## src/rtl/fcd_pkg.sv

```systemverilog
package fcd_pkg;

    typedef enum logic [2:0] {
        SQ_IDLE  = 3'd0,
        SQ_UNL1  = 3'd1,
        SQ_UNL2  = 3'd2,
        SQ_PDATA = 3'd3,
        SQ_ER0   = 3'd4,
        SQ_ER1   = 3'd5,
        SQ_ER2   = 3'd6,
        SQ_SXIT  = 3'd7
    } seq_e;

    typedef enum logic [1:0] {
        MD_ARRAY   = 2'd0,
        MD_IDREAD  = 2'd1,
        MD_SECURE  = 2'd2
    } rmode_e;

    typedef enum logic [3:0] {
        CD_AA, CD_55, CD_A0, CD_80, CD_90, CD_88, CD_10, CD_00, CD_F0, CD_OTHER
    } code_e;

    localparam logic [11:0] UNLOCK_ADR_A = 12'h555;
    localparam logic [11:0] UNLOCK_ADR_B = 12'h2AA;

    localparam logic [15:0] ID_MAKER   = 16'h00C2;
    localparam logic [15:0] ID_PART    = 16'h22FD;
    localparam logic [15:0] ID_LOCKED  = 16'h0088;
    localparam logic [15:0] ID_OPEN    = 16'h0048;

endpackage

```

## src/rtl/fcd_classify.sv

```systemverilog
module fcd_classify #(
    parameter int CMP_W  = 12,
    parameter int DATA_W = 16
) (
    input  logic [CMP_W-1:0]  lo_addr,
    input  logic [DATA_W-1:0] data,
    output logic              at_a,
    output logic              at_b,
    output fcd_pkg::code_e    code
);
    import fcd_pkg::*;

    localparam logic [CMP_W-1:0] ADR_A = CMP_W'(UNLOCK_ADR_A);
    localparam logic [CMP_W-1:0] ADR_B = CMP_W'(UNLOCK_ADR_B);

    assign at_a = (lo_addr == ADR_A);
    assign at_b = (lo_addr == ADR_B);

    always_comb begin
        case (data)
            DATA_W'(16'h00AA): code = CD_AA;
            DATA_W'(16'h0055): code = CD_55;
            DATA_W'(16'h00A0): code = CD_A0;
            DATA_W'(16'h0080): code = CD_80;
            DATA_W'(16'h0090): code = CD_90;
            DATA_W'(16'h0088): code = CD_88;
            DATA_W'(16'h0010): code = CD_10;
            DATA_W'(16'h0000): code = CD_00;
            DATA_W'(16'h00F0): code = CD_F0;
            default:           code = CD_OTHER;
        endcase
    end

endmodule

```

## src/rtl/fcd_id_words.sv

```systemverilog
module fcd_id_words #(
    parameter int DATA_W         = 16,
    parameter int OFS_W          = 8,
    parameter bit FACTORY_LOCKED = 1'b1
) (
    input  logic              enable,
    input  logic [OFS_W-1:0]  offset,
    output logic [DATA_W-1:0] word
);
    import fcd_pkg::*;

    logic [DATA_W-1:0] indicator;

    generate
        if (FACTORY_LOCKED) begin : g_locked
            assign indicator = DATA_W'(ID_LOCKED);
        end else begin : g_open
            assign indicator = DATA_W'(ID_OPEN);
        end
    endgenerate

    always_comb begin
        word = '0;
        if (enable) begin
            case (offset)
                OFS_W'(0): word = DATA_W'(ID_MAKER);
                OFS_W'(1): word = DATA_W'(ID_PART);
                OFS_W'(3): word = indicator;
                default:   word = '0;
            endcase
        end
    end

endmodule

```

## src/rtl/flash_cmd_decoder.sv

```systemverilog
module flash_cmd_decoder #(
    parameter int ADDR_W         = 21,
    parameter int DATA_W         = 16,
    parameter int CMP_W          = 12,
    parameter int OFS_W          = 8,
    parameter bit FACTORY_LOCKED = 1'b1
) (
    input  logic              clk,
    input  logic              rst_n,
    input  logic              wr_en,
    input  logic [ADDR_W-1:0] addr,
    input  logic [DATA_W-1:0] wdata,
    input  logic              busy,
    input  logic              accel,
    output logic [1:0]        mode_o,
    output logic [DATA_W-1:0] id_word,
    output logic              prog_start,
    output logic              erase_start,
    output logic [ADDR_W-1:0] op_addr,
    output logic [DATA_W-1:0] op_data
);
    import fcd_pkg::*;

    typedef struct packed {
        seq_e              st;
        rmode_e            md;
        logic              go_prog;
        logic              go_erase;
        logic [ADDR_W-1:0] a;
        logic [DATA_W-1:0] d;
    } regs_t;

    regs_t  r_d, r_q;
    logic   at_a, at_b;
    code_e  cd;
    seq_e   st_q;

    fcd_classify #(.CMP_W(CMP_W), .DATA_W(DATA_W)) u_cls (
        .lo_addr (addr[CMP_W-1:0]),
        .data    (wdata),
        .at_a    (at_a),
        .at_b    (at_b),
        .code    (cd)
    );

    fcd_id_words #(.DATA_W(DATA_W), .OFS_W(OFS_W), .FACTORY_LOCKED(FACTORY_LOCKED)) u_ids (
        .enable (r_q.md == MD_IDREAD),
        .offset (addr[OFS_W-1:0]),
        .word   (id_word)
    );

    always_comb begin
        r_d          = r_q;
        r_d.go_prog  = 1'b0;
        r_d.go_erase = 1'b0;
        if (wr_en && !busy) begin
            // Default outcome of any write: sequence ends; mismatches also drop the view.
            r_d.st = SQ_IDLE;
            unique case (r_q.st)
                SQ_IDLE: begin
                    if (at_a && cd == CD_AA)                r_d.st = SQ_UNL1;
                    else if (accel && at_a && cd == CD_A0)  r_d.st = SQ_PDATA;
                    else                                    r_d.md = MD_ARRAY;
                end
                SQ_UNL1: begin
                    if (at_b && cd == CD_55) r_d.st = SQ_UNL2;
                    else                     r_d.md = MD_ARRAY;
                end
                SQ_UNL2: begin
                    if (at_a && cd == CD_A0)      r_d.st = SQ_PDATA;
                    else if (at_a && cd == CD_80) r_d.st = SQ_ER0;
                    else if (at_a && cd == CD_90) begin
                        if (r_q.md == MD_SECURE) r_d.st = SQ_SXIT;
                        else                     r_d.md = MD_IDREAD;
                    end
                    else if (at_a && cd == CD_88) r_d.md = MD_SECURE;
                    else                          r_d.md = MD_ARRAY;
                end
                SQ_PDATA: begin
                    r_d.go_prog = 1'b1;
                    r_d.a       = addr;
                    r_d.d       = wdata;
                end
                SQ_ER0: begin
                    if (at_a && cd == CD_AA) r_d.st = SQ_ER1;
                    else                     r_d.md = MD_ARRAY;
                end
                SQ_ER1: begin
                    if (at_b && cd == CD_55) r_d.st = SQ_ER2;
                    else                     r_d.md = MD_ARRAY;
                end
                SQ_ER2: begin
                    if (at_a && cd == CD_10) r_d.go_erase = 1'b1;
                    else                     r_d.md = MD_ARRAY;
                end
                SQ_SXIT: begin
                    // 0000h completes the exit; any other write aborts: both land in array view
                    r_d.md = MD_ARRAY;
                end
                default: r_d.md = MD_ARRAY;
            endcase
        end
    end

    always_ff @(posedge clk) begin
        if (!rst_n) begin
            r_q.st       <= SQ_IDLE;
            r_q.md       <= MD_ARRAY;
            r_q.go_prog  <= 1'b0;
            r_q.go_erase <= 1'b0;
            r_q.a        <= '0;
            r_q.d        <= '0;
        end else begin
            r_q <= r_d;
        end
    end

    assign st_q        = r_q.st;
    assign mode_o      = r_q.md;
    assign prog_start  = r_q.go_prog;
    assign erase_start = r_q.go_erase;
    assign op_addr     = r_q.a;
    assign op_data     = r_q.d;

endmodule

```

## config.mk

```make
export PLATFORM = sky130hd
export DESIGN_NAME = flash_cmd_decoder
export DESIGN_NICKNAME = d
export VERILOG_FILES = /design/src/rtl/fcd_pkg.sv /design/src/rtl/fcd_classify.sv /design/src/rtl/fcd_id_words.sv /design/src/rtl/flash_cmd_decoder.sv
export SDC_FILE = /design/constraint.sdc
export NUM_CORES = 1
export LEC_CHECK = 0
export CAP_MARGIN = 5
export CORE_MARGIN = 2
export CORE_UTILIZATION = 65
export CTS_CLUSTER_DIAMETER = 150
export CTS_CLUSTER_SIZE = 28
export DETAILED_ROUTE_END_ITERATION = 10
export DONT_BUFFER_PORTS = 1
export PLACE_DENSITY_LB_ADDON = 0.15
export SYNTH_ARGS = -nofsm -noshare
export SYNTH_HDL_FRONTEND = slang
export SYNTH_SLANG_ARGS = --single-unit
export TNS_END_PERCENT = 1
```

## constraint.sdc

```tcl
create_clock -name clk -period 4.5 [get_ports clk]
set_input_delay 0 -clock clk [delete_from_list [all_inputs] [get_ports clk]]
set_output_delay 0 -clock clk [all_outputs]
set_load 0.02 [all_outputs]
```

==> Word level (Yosys, flattened, before mapping) <==
Index checks and enable logic that the tools add are counted.
{ "op_classes": {"n_reduce_logical": 21, "n_eq_ne": 35, "magnitude_cmp": 0, "n_div": 0, "bitwise_logic": 0, "n_mux": 26, "n_addsub": 0, "n_shift": 0, "multipliers": 0} }
{ "ops": {"columns": ["cell", "n"], "rows": [
  ["$eq A16 B8 Y1 const B", 6],
  ["$pmux W14 S3", 1],
  ["$pmux W4 S9", 1],
  ["$mux W2", 13],
  ["$mux W3", 6],
  ["$eq A16 B5 Y1 const B", 1],
  ["$eq A16 B7 Y1 const B", 1],
  ["$logic_not A16 Y1", 1],
  ["$mux W16", 1],
  ["$pmux W3 S5", 1],
  ["$ne A2 B2 Y1 const B", 7],
  ["$eq A12 B10 Y1 const B", 1],
  ["$eq A12 B11 Y1 const B", 1],
  ["$eq A3 B3 Y1 const B", 4],
  ["$eq A4 B3 Y1 const B", 3],
  ["$pmux W2 S6", 1],
  ["$logic_and A1 B1 Y1", 10],
  ["$reduce_and A10 Y1", 1],
  ["$eq A4 B2 Y1 const B", 2],
  ["$eq A8 B1 Y1 const B", 1],
  ["$eq A8 B2 Y1 const B", 1],
  ["$logic_not A8 Y1", 1],
  ["$eq A3 B2 Y1 const B", 2],
  ["$reduce_bool A6 Y1", 1],
  ["other kinds (12)", 14]
]} }
{ "word_totals": {"latchBits": 0, "word_cells": 88, "ram_bits": 0, "romBits": 0, "mem_count": 0, "output_inout_bits": 57, "ff_bits": 44} }

==> Depth between registers and ports, before layout <==
{ "logic_depth": {"word_depth": 9, "mapped_depth": 8} }

==> Modules after synthesis <==
From an unflattened synthesis, not the netlist that was laid out.
{ "unflattened": {"cells_unflattened": 273, "area_unflattened_um2": 2228.4} }
{ "by_module_without_submodules": {"columns": ["module", "n_inst", "cells_per_inst", "area_per_inst_um2", "seq_area_each_um2"], "rows": [
  ["flash_cmd_decoder", 1, 214, 1844.3, 880.8],
  ["fcd_classify", 1, 39, 244.0, 0.0],
  ["fcd_id_words", 1, 20, 140.1, 0.0]
]} }

==> Worst setup path after synthesis <==
OpenSTA, ideal clock, no wires.
{ "synth_path": {"path_kind": "input to register", "from": "input port wdata[0]", "to": "register r_q, in the netlist mode_o[0]", "arrival_ns": 1.913, "setup_slack_ns": 2.456, "n_path_buf": 0, "setup_ns": 0.131, "required_ns": 4.369, "path_stages": 7, "path_cell_list": "or4_4 or2_4 or2_4 or4_4 o211ai_2 nor4_2 mux2i_1"} }
{ "synth_via": {"elab_chain_cells": 8, "elab_cells_between_ends": 36, "cone_classes": "eq/ne: 21; mux: 5; reduce/logical: 10"} }
{ "synth_lines": {"columns": ["item", "line", "text"], "rows": [
  ["from (decl)", "flash_cmd_decoder.sv:12", "input logic [DATA_W-1:0] wdata,"],
  ["$eq A16 B8 Y1, or another cell as far along", "fcd_classify.sv:20", "case (data)"],
  ["$pmux W4 S9 (*)", "fcd_classify.sv:20", null],
  ["$eq A4 B3 Y1", "flash_cmd_decoder.sv:72", "else if (at_a && cd == CD_90) begin"],
  ["$logic_and A1 B1 Y1", "flash_cmd_decoder.sv:72", null],
  ["$mux W2", "flash_cmd_decoder.sv:72", null],
  ["$mux W2", "flash_cmd_decoder.sv:71", "else if (at_a && cd == CD_80) r_d.st = SQ_ER0;"],
  ["$mux W2", "flash_cmd_decoder.sv:70", "if (at_a && cd == CD_A0) r_d.st = SQ_PDATA;"],
  ["$pmux W2 S6", "flash_cmd_decoder.sv:59", "unique case (r_q.st)"],
  ["to (signal assigned)", "flash_cmd_decoder.sv:114", "r_q <= r_d;"],
  ["to (decl)", "flash_cmd_decoder.sv:33", "regs_t r_d, r_q;"]
]} }
Every way passes the cells marked *; elsewhere a longest branch is shown, timed or not. The select of a mux whose other input is x is not followed.
A chain may end at the register's enable or synchronous reset.

==> Worst setup path in the final report <==
{ "layout_path": {"from": "register r_q, in the netlist st_q[1]", "to": "register r_q, in the netlist op_addr[0]"} }
{ "layout_via": {"elab_chain_cells": 2} }
{ "layout_lines": {"columns": ["item", "line"], "rows": [
  ["$eq A3 B2 Y1", "flash_cmd_decoder.sv:59"],
  ["$reduce_and A2 Y1 (no source line)", null]
]} }
Every way passes these cells.

==> results.cfg <==
[clock_tree]
clockBufferDepth = 2
cts_tree = yes
cts_sinks = 44
numCtsBuffers = 5
htreeDepth = 2
post-cts-setup-buffers = 0
worstSkewPairLatency_ns = 0.36
root_buffer = clkbuf_4
clkSlewWorstSetupHoldPaths_ns = 0.14
cts_resized = 0

[pwr]
ir_worst_vdd_uv = 226.1
pwr_density_cell_nw_per_um2 = 247.1
total_power_mw = 0.7201
total_leakage_power_nw = 0.9980

[sta]
relSlewSlack = 0.4632
fin_crit_sh = 0.6071
drv_slew = 0
fmax_mhz = 366.0
setup-tns-final_ns = 0
worst_pin_slew_ns = 0.8043
setup_ws_ns = 1.768
hold_viol_final = 0
period_needed_ns = 2.732
setup-violations-final = 0
rsz0062_at_grt = false
clock_skew_ns = 0.01521

[synth]
yosys-top-cells-count = nand2_1 (83), dfxtp_1 (44), a21boi_0 (37)
yosys_register_bits = 44
ys_types = 56
synth_top_area_frac = 0.3797
synthFlopType = dfxtp_1
synth_area_leaders = dfxtp_1 (38%), nand2_1 (13%), a21boi_0 (12%), buf_4 (3.6%), nor2_1 (2.3%)
synth_edf_count = 0
async_flop_share = 0
yosysTopAreaCell = dfxtp_1
yosysMostFrequentCell = nand2_1
syn_avg_cell_area_um2 = 7.972
yosysWarnings = 0
synth.yosys.seq_area_share = 0.3797
synthCells = 291
netlist_area_um2 = 2320

[global_route]
use_met1 = 0.4139
overflow = 0
use_met2 = 0.5434
use_met3 = 0.07923
busiest_layer = met2
antenna_found_initial = 0
grt_max_degree = 46
grt_usage = 0.3252
grt_pass1_vias = 2189
grt_first_pass_wirelength_mm = 10.41

[setup_path]
reg2reg_from = st_q[1]$_SDFFE_PN0P_
cp_max_fo = 20
r2r_cells = 8
r2r_end = op_addr[0]$_SDFFE_PN0P_
arrival_ns = 3.05
cp-endpoint = op_addr[0]$_SDFFE_PN0P_
rrSetupSlack_ns = 1.77
endpoint_kind = flop
critPathLaunch = st_q[1]$_SDFFE_PN0P_
worst-setup-path-type = flop to flop
cp.required_ns = 4.82
critPathLaunchType = flop

[final_layout]
nets = 375
insertedDiodeCount = 0
drive_above_1_share = 0.07485
syn2layout_area_growth_pct = 25.62
final_util = 0.8597
n_fill_cell = 187

[route]
vias = 2220
routedWlPerCell_um = 16.58
first_pass_iters = 5
drt_iter0_markers = 196
antenna_left = 0
viasPerCell = 5.842
drc = 0
wl_mm = 6.299

[floorplan]
start_util = 0.6844
die_h_um = 63.74
die_x_um = 63.74
io_pins = 99
core_area_um2 = 3390
die_area_um2 = 4063
row_count = 21

[placed_design]
dp_slack_ns = 2.339
place.gp.congestion = 0.9064
place_hpwl_mm = 3.718
port_buffers = 0

[run_status]
status = finished, final reports clean

[min_path]
timing.hold.worst.class = primary input to flop

[flow_run]
max-cap-violations = 0
-- flip-flops by register name, indices dropped and copies added (netlist names) --
name and count:
st_q 3, prog_start 1, op_data 16, mode_o 2
erase_start 1, op_addr 21
-- per-stage QoR --
| step | hold WS (ns) | cells | cell area [µm²] |
|---|---|---|---|
| 2_1_floorplan | 0.07979 | 296 | 2338 |
| 3_3_place_gp | 0.08333 | 320 | 2293 |
| 3_5_place_dp | 0.08381 | 320 | 2293 |
| 4_1_cts | 0.01362 | 380 | 2914 |
| 5_1_grt | 0.04847 | 380 | 2914 |
| 6_report | 0.02409 | 380 | 2914 |
-- placed cells by master (no fill, tap or decap), drive strengths merged, types with 2 or more instances in the layout --
| cell | n |
|---|---|
| inv | 5 |
| or2 | 2 |
| dlygate4sd3 | 51 |
| or4 | 4 |
| nor4 | 5 |
| nand3 | 3 |
| nor2b | 2 |
| clkbuf | 6 |
| a21oi | 4 |
| a21boi | 39 |
| nor3 | 8 |
| nand4 | 6 |
| dfxtp | 44 |
| o211ai | 2 |
| nand4b | 4 |
| nand2 | 84 |
| and3 | 3 |
| buf | 4 |
| nand4bb | 2 |
| o21ai | 7 |
| nor2 | 14 |
| mux2i | 2 |
| conb | 6 |
-- logic make-up after synthesis --
family / Yosys count / share of synthesized area
AND/OR/NAND/NOR: 150 / 0.3236
other: 1 / 0.001617
AO/OA/AOI/OAI: 62 / 0.2120
XOR/XNOR: 2 / 0.007553
flip-flops: 44 / 0.3797
buffers and inverters: 30 / 0.06688
multiplexers: 2 / 0.008630
-- per-layer routing --
metal  wire length, µm  vias to the layer above
li1                  -                     1075
met1              2614                     1014
met2              3036                      116
met3               522                       15
met4               125                        0
met5                 0                        -
-- worst min path at each step --
| stage | start | to | slack, ns | depth (start not counted) |
|---|---|---|---|---|
| 2_1_floorplan | addr[1] | id_word[6] | 0.08 | 1 |
| 3_3_place_gp | addr[1] | id_word[6] | 0.08 | 1 |
| 3_5_place_dp | addr[1] | id_word[6] | 0.08 | 1 |
| 4_1_cts | addr[9] | erase_start$_SDFF_PN0_ | 0.01 | 4 |
| 5_1_grt | addr[9] | erase_start$_SDFF_PN0_ | 0.05 | 4 |
| 6_report | addr[9] | erase_start$_SDFF_PN0_ | 0.02 | 4 |
-- power by group --
| group | switching [mW] | internal [mW] | total (mW) |
|---|---|---|---|
| registers | 0.000589 | 0.390 | 0.391 |
| logic | 0.0282 | 0.0388 | 0.0670 |
| clock network | 0.129 | 0.133 | 0.262 |
| total | 0.158 | 0.562 | 0.720 |
-- critical path, cell delays in order, from the launching register on --
cell and delay (ns):
dfxtp_1 0.41, inv_1 0.11, nor2_1 0.23, nand2_1 0.15
nor2_2 0.63, buf_4 0.36, nand2_1 0.08, a21boi_0 0.16
dlygate4sd3_1 0.56
-- what timing repair did --
| item | in CTS | in global routing |
|---|---|---|
| hold buffers | 52 | 0 |
| endpoints found under the setup margin | 0 | 0 |
| hold endpoints to repair | 44 | 0 |
-- final cells by class --
| cell class | count | area [µm²] | share of cell area |
|---|---|---|---|
| clock buffer | 6 | 51.30 | 0.01760 |
| clock inverter | 2 | 38.79 | 0.01331 |
| inverter | 5 | 18.77 | 0.006441 |
| multi-input combinational | 222 | 1310 | 0.4496 |
| sequential | 44 | 880.8 | 0.3023 |
| tap | 46 | 57.56 | 0.01975 |
| timing repair buffer | 55 | 556.8 | 0.1911 |
Power figures use the tool's default switching activity.
